**src/rtl/sba_pkg.sv**
```systemverilog
package sba_pkg;

    typedef enum logic [1:0] {
        BND_FRAME    = 2'b00,
        BND_MFRAME   = 2'b01,
        BND_BYTE     = 2'b10,
        BND_BYTE_ALT = 2'b11
    } bnd_kind_e;

    typedef struct packed {
        logic complete;
        logic misalign;
        logic boundary;
    } sba_evt_t;

    function automatic bnd_kind_e resolve_kind(input logic concat, input logic [1:0] mode);
        if (concat) return BND_MFRAME;
        return bnd_kind_e'(mode);
    endfunction

    function automatic logic kind_tags_frame(input bnd_kind_e kind);
        return (kind == BND_FRAME) || (kind == BND_MFRAME);
    endfunction

endpackage

```
**src/rtl/sba_bit_counter.sv**
```systemverilog
module sba_bit_counter #(
    parameter int BYTE_W = 8
) (
    input  logic clk,
    input  logic rst,
    input  logic en,
    input  logic sync,
    output logic aligned,
    output logic complete,
    output logic misalign
);
    localparam int CNT_W = (BYTE_W > 2) ? $clog2(BYTE_W) : 1;
    localparam logic [CNT_W-1:0] LAST = CNT_W'(BYTE_W - 1);

    logic [CNT_W-1:0] cnt_q;
    logic             aligned_q;
    logic             at_last;

    assign at_last  = (cnt_q == LAST);
    assign aligned  = aligned_q;
    assign complete = en && aligned_q && at_last;
    assign misalign = en && sync && aligned_q && !at_last;

    always_ff @(posedge clk) begin
        if (rst) begin
            cnt_q     <= '0;
            aligned_q <= 1'b0;
        end else if (en) begin
            if (sync) begin
                cnt_q     <= '0;
                aligned_q <= 1'b1;
            end else if (aligned_q) begin
                cnt_q <= at_last ? '0 : cnt_q + 1'b1;
            end
        end
    end
endmodule

```
**src/rtl/sba_shifter.sv**
```systemverilog
module sba_shifter #(
    parameter int BYTE_W = 8
) (
    input  logic              clk,
    input  logic              rst,
    input  logic              en,
    input  logic              din,
    output logic [BYTE_W-1:0] word
);
    logic [BYTE_W-2:0] sh_q;

    assign word = {sh_q, din};

    always_ff @(posedge clk) begin
        if (rst)     sh_q <= '0;
        else if (en) sh_q <= word[BYTE_W-2:0];
    end
endmodule

```
**src/rtl/sba_boundary.sv**
```systemverilog
module sba_boundary
    import sba_pkg::*;
(
    input  logic       clk,
    input  logic       rst,
    input  logic       en,
    input  logic       sync,
    input  logic       complete,
    input  logic       concat,
    input  logic [1:0] mode,
    output logic       tag
);
    bnd_kind_e kind;
    logic      pend_q;

    assign kind = resolve_kind(concat, mode);
    assign tag  = complete && pend_q && !sync;

    always_ff @(posedge clk) begin
        if (rst)                pend_q <= 1'b0;
        else if (en && sync)    pend_q <= kind_tags_frame(kind);
        else if (complete)      pend_q <= 1'b0;
    end
endmodule

```
**src/rtl/serial_byte_aligner.sv**
```systemverilog
module serial_byte_aligner
    import sba_pkg::*;
#(
    parameter int BYTE_W = 8
) (
    input  logic              clk,
    input  logic              rst,
    input  logic              bit_en,
    input  logic              bit_in,
    input  logic              sync_in,
    input  logic [1:0]        bnd_mode,
    input  logic              concat_en,
    output logic [BYTE_W-1:0] byte_out,
    output logic              byte_vld,
    output logic              frame_start,
    output logic              align_err
);
    sba_evt_t          evt;
    logic              aligned_w;
    logic [BYTE_W-1:0] word_w;
    logic [BYTE_W-1:0] byte_q;
    sba_evt_t          evt_q;

    sba_bit_counter #(.BYTE_W(BYTE_W)) u_cnt (
        .clk      (clk),
        .rst      (rst),
        .en       (bit_en),
        .sync     (sync_in),
        .aligned  (aligned_w),
        .complete (evt.complete),
        .misalign (evt.misalign)
    );

    sba_shifter #(.BYTE_W(BYTE_W)) u_shf (
        .clk  (clk),
        .rst  (rst),
        .en   (bit_en),
        .din  (bit_in),
        .word (word_w)
    );

    sba_boundary u_bnd (
        .clk      (clk),
        .rst      (rst),
        .en       (bit_en),
        .sync     (sync_in),
        .complete (evt.complete),
        .concat   (concat_en),
        .mode     (bnd_mode),
        .tag      (evt.boundary)
    );

    always_ff @(posedge clk) begin
        if (rst) begin
            byte_q <= '0;
            evt_q  <= '0;
        end else begin
            evt_q <= evt;
            if (evt.complete) byte_q <= word_w;
        end
    end

    assign byte_out    = byte_q;
    assign byte_vld    = evt_q.complete;
    assign frame_start = evt_q.boundary;
    assign align_err   = evt_q.misalign;
endmodule

```
**config.mk**
```make
export PLATFORM = sky130hd
export DESIGN_NAME = serial_byte_aligner
export DESIGN_NICKNAME = d
export VERILOG_FILES = /design/src/rtl/sba_pkg.sv /design/src/rtl/sba_bit_counter.sv /design/src/rtl/sba_shifter.sv /design/src/rtl/sba_boundary.sv /design/src/rtl/serial_byte_aligner.sv
export SDC_FILE = /design/constraint.sdc
export NUM_CORES = 1
export LEC_CHECK = 0
export ABC_AREA = 1
export BUFFER_PORTS_ARGS = -buffer_cell sky130_fd_sc_hd__buf_2
export CAP_MARGIN = 5
export CORE_AREA = 2 2 46 48
export CTS_CLUSTER_DIAMETER = 150
export DETAILED_ROUTE_END_ITERATION = 6
export DIE_AREA = 0 0 48 50
export PLACE_DENSITY = 0.7
export SETUP_SLACK_MARGIN = 0.4
export SLEW_MARGIN = 20
export SYNTH_ARGS = -nofsm -noshare
export SYNTH_HDL_FRONTEND = slang
export SYNTH_SLANG_ARGS = --single-unit
```
**constraint.sdc**
```tcl
create_clock -name clk -period 1.5 [get_ports clk]
set_clock_uncertainty 0.1 [all_clocks]
set_input_delay 0.225 -clock clk [delete_from_list [all_inputs] [get_ports clk]]
set_output_delay 0.225 -clock clk [all_outputs]
set_load 0.02 [all_outputs]
```
After elaboration in Yosys (flattened, before gate mapping):

Index checks and enable logic that the tools add are counted.

* logic and storage cells: 34
* register bits: 23

* reduce and logical (&&, ||, !) cells: 15
* equality and inequality tests: 2
* add/sub/neg operators: 1
* muxes and demuxes: 8

Operators with widths (number)
* $mux 3: 3
* $logic_and 1x1->1: 7
* $mux 2: 2
* $reduce_and 2->1: 2
* $reduce_bool 2->1: 2
* $add 3x1->3 const B: 1
* $eq 3x3->1 const B: 1
* $mux 1: 3
* $eq 2x1->1 const B: 1
* $logic_not 1->1: 2
* $logic_not 2->1: 1
* $logic_or 1x1->1: 1

Logic depth before layout (Yosys ltp):

* depth in word-level cells: 5
* depth in mapped cells: 7
* depth with buffers taken out: 7

Modules after synthesis:

A second synthesis with hierarchy kept.

* cells, all modules: 146
* area total of the unflattened synthesis: 997.2 um^2

Modules (own cells, without submodules)
* serial_byte_aligner: times used 1, cells an instance 60, seq. area each 220.2 um^2, area each 424.2 um^2
* sba_shifter: times used 1, cells an instance 45, seq. area each 140.1 um^2, area each 294.0 um^2
* sba_bit_counter: times used 1, cells an instance 29, seq. area each 80.1 um^2, area each 216.5 um^2
* sba_boundary: times used 1, cells an instance 12, seq. area each 20.0 um^2, area each 62.6 um^2

Least setup slack after synthesis:

Ideal clock, no wire load.

* path kind: reg-to-reg
* start point: register u_cnt.cnt_q[0]
* end point: register evt_q, in the netlist align_err
* setup slack: 0.236 ns
* buffers on the path: 1
* data arrival time: 1.072 ns
* stages on the path, launching flop included: 5
* path through: dfxtp_1 > ha_1 > ha_1 > buf_2 > nor4_1

* word-level cells in the longest chain between the ends: 3

RTL lines
* start, declared: line sba_bit_counter.sv:15 `logic [CNT_W-1:0] cnt_q;`
* start signal, assigned: line sba_bit_counter.sv:33 `cnt_q <= at_last ? '0 : cnt_q + 1'b1;`
* $eq 3x3->1: line sba_bit_counter.sv:19 `assign at_last = (cnt_q == LAST);`
* $logic_not 1->1: line sba_bit_counter.sv:22 `assign misalign = en && sync && aligned_q && !at_last;`
* $logic_and 1x1->1: line sba_bit_counter.sv:22
* end signal, assigned: line serial_byte_aligner.sv:58 `evt_q <= evt;`
* end, declared: line serial_byte_aligner.sv:22 `sba_evt_t evt_q;`

Every way passes these cells.
A chain may end at the register's enable or synchronous reset.

Worst setup path after layout:

* start point: register u_cnt.cnt_q[1]
* end point: register byte_q[0], in the netlist byte_out[0]

* word-level cells in the longest chain between the ends: 2

RTL lines
* $eq 3x3->1: line sba_bit_counter.sv:19
* $logic_and 1x1->1: line sba_bit_counter.sv:21 `assign complete = en && aligned_q && at_last;`
* end signal, assigned: line serial_byte_aligner.sv:59 `if (evt.complete) byte_q <= word_w;`
* end, declared: line serial_byte_aligner.sv:21 `logic [BYTE_W-1:0] byte_q;`

Every way passes these cells.

==> results.json <==
{
  "vias": 794,
  "path_delay_family": "flip-flops",
  "tightest_slew_ns": 0.3187,
  "final_common_cell": "nor2_1",
  "gp_congestion": 0.7270,
  "grt_overflow_total": 0,
  "required_ns": 1.64,
  "setup.worst_path.end_class": "flip-flop",
  "hold_path_class": "in2reg",
  "num_io_pins": 19,
  "post-route-period-util_pct": 81.28,
  "cp_cell_sequence": "ha_4 > ha_4 > buf_6 > nand4_1 > a21oi_2",
  "post-route-drc-count": 0,
  "htree_levels": 1,
  "fmax_mhz": 820.3,
  "syn_area_per_cell_um2": 8.179,
  "synth_area_leaders": "dfxtp_1 (52%), nand2_1 (8.1%), nor2_1 (7.6%)",
  "root_buffer": "clkbuf_4",
  "drive_gt1_share_pct": 38.81,
  "antenna_found_initial": 0,
  "n_antenna_cell": 0,
  "cp_data_arrival_time_ns": 1.36,
  "drt_iter0_drc": 12,
  "clockBufferDepth": 2,
  "syn_nets": 118,
  "die-area_um2": 2400,
  "fin_tns_setup_ns": 0,
  "yosysSeqAreaShare_pct": 52.12,
  "ys_types": 14,
  "outcome": "complete, no violations",
  "cts_sinks": 23,
  "clkTransAtPathRegs_ns": 0.12,
  "max_slew_margin_pct": 78.75,
  "cts_tree": "done",
  "p_leak_nw": 0.5012,
  "crit_buf_inv": 1,
  "fp.dieW_um": 48,
  "syn_to_final_growth_pct": 37.25,
  "netlist_instances": 108,
  "num_rows": 16,
  "worstPathMaxFanout": 6,
  "grt_pass1_wl_um": 2925,
  "wl_per_cell_um": 11.08,
  "start_util_pct": 46.45,
  "rsz0062_at_grt": "true",
  "design_area_um2": 1212,
  "critPathMaxStageDelay_ns": 0.37,
  "postLayoutSetupSlackWorst_ns": 0.2809,
  "insertion_delay_ns": 0.31,
  "pre_cts_slack_ns": 0.2043,
  "max-vdd-ir-drop_mv": 0.5675,
  "core_um2": 1902,
  "ant_nets": 0,
  "grt_max_degree": 15,
  "die_y_um": 50,
  "place_inst": 149,
  "layout_common_cells": "nor2_1 (18), nand2_1 (17), dfxtp_2 (14), buf_6 (12), nand4_1 (10)",
  "vias_per_cell": 4.932,
  "dpl_cell_area_um2": 1015,
  "grt_use_total_pct": 16.68,
  "synth_area_um2": 883.3,
  "synth_top_area_share_pct": 52.12,
  "crit_path_frequent_cell": "ha_4",
  "hold_viol": 0,
  "finalSetupViolCount": 0,
  "drt-total-wl_um": 1784,
  "post-synth-top-area-cell": "dfxtp_1",
  "nets": 145,
  "layout_min_cycle_time_ns": 1.219,
  "drv_cap": 0,
  "setup.worst_path.start": "u_cnt.cnt_q[1]$_SDFFE_PP0P_",
  "synth-seq-cells": 23,
  "ys.warnings.count": 0,
  "cp-start-kind": "flip-flop",
  "hpwl_um": 1201,
  "instances_no_fill": 161,
  "r2r_start": "u_cnt.cnt_q[1]$_SDFFE_PP0P_",
  "slew_violations": 0,
  "critical_path_class": "reg2reg",
  "grt_pass1_vias": 691,
  "port_buffers": 17,
  "hp-start": "bit_in",
  "cpMaxStageDelayCell": "dfxtp_2",
  "cts_buffers": 3,
  "power_density_nw_per_um2": 835.0,
  "drt_first_pass_iters": 4
}
## through the flow
| stage | hold slack, ns | total power, mW | util [%] |
|---|---|---|---|
| after floorplan | 0.1941 | 0.7139 | - |
| after global placement | 0.3256 | 0.7346 | 53.36 |
| after detailed placement | 0.3225 | 0.7373 | 53.36 |
| after CTS | 0.07503 | 1.018 | 61.45 |
| after global routing | 0.07929 | 1.059 | 63.75 |
| final | 0.07601 | 1.012 | 63.75 |
## final timing paths
check / endpoint / slack (ns) / cells past startpoint
worst max-delay path: byte_out[0]$_SDFFE_PP0P_ / 0.28 / 5
worst min-delay path: u_shf.sh_q[0]$_SDFFE_PP0P_ / 0.08 / 3
worst max register to register: byte_out[0]$_SDFFE_PP0P_ / 0.28 / 5
worst min register to register: frame_start$_SDFF_PP0_ / 0.37 / 2
## logic make-up after synthesis
group	synth area share, %
adders and majority gates	2.832
DFF	52.12
AOI/OAI and AO/OA	10.76
and+or+nand+nor	27.05
buffers and inverters	7.224
## flip-flops by register name, summed over array words and instances, names as in the netlist
register and flops:
byte_out 8, u_bnd.pend_q 1, u_cnt.aligned 1, u_cnt.cnt_q 3
byte_vld 1, frame_start 1, align_err 1, u_shf.sh_q 7
## layout make-up
type / count / area [µm²]
sequential: 23 / 478.0
multi-input combinational: 74 / 420.4
tap: 27 / 33.78
inverter: 7 / 26.28
timing repair buffer: 26 / 227.7
clock buffer: 4 / 26.28
fill: 144 / 689.4
## report_power, final
part	switching, mW	internal, mW	leakage [nW]
sequential	0.0173	0.631	0.194
clock	0.177	0.104	0.0150
combinational	0.0527	0.0309	0.292
## metal layers
layer	global-route usage, %	share of wire (%)	wire (µm)	up-vias
li1	-	-	-	413
met3	4.396	3.6	65	2
met1	22.00	47	835	360
met5	0	0	0	-
met4	5.405	0.78	14	0
met2	25.78	49	868	19
## what timing repair did
action,4_1_cts,5_1_grt
gates cloned,1,0
pin swaps,11,4
hold buffers,1,0
setup buffers,4,2
endpoints found under the hold margin,1,0
setup endpoints to repair,25,26
gates resized for setup,31,11
## cell usage after synthesis
| cell | number |
|---|---|
| nand2_1 | 19 |
| buf_2 | 3 |
| nor4_1 | 1 |
| buf_6 | 2 |
| a21oi_1 | 11 |
| nor2_4 | 1 |
| inv_1 | 7 |
| nand4_1 | 10 |
| nand3_2 | 1 |
| ha_1 | 2 |
| o21ai_0 | 8 |
| nor2_1 | 18 |
| nand3_1 | 2 |
| dfxtp_1 | 23 |
## tightest hold or removal path: stages
cell	delay [ns]
buf_2	0.09
nor2_1	0.05
nor2_1	0.09
(Power assumes the default switching activity.)
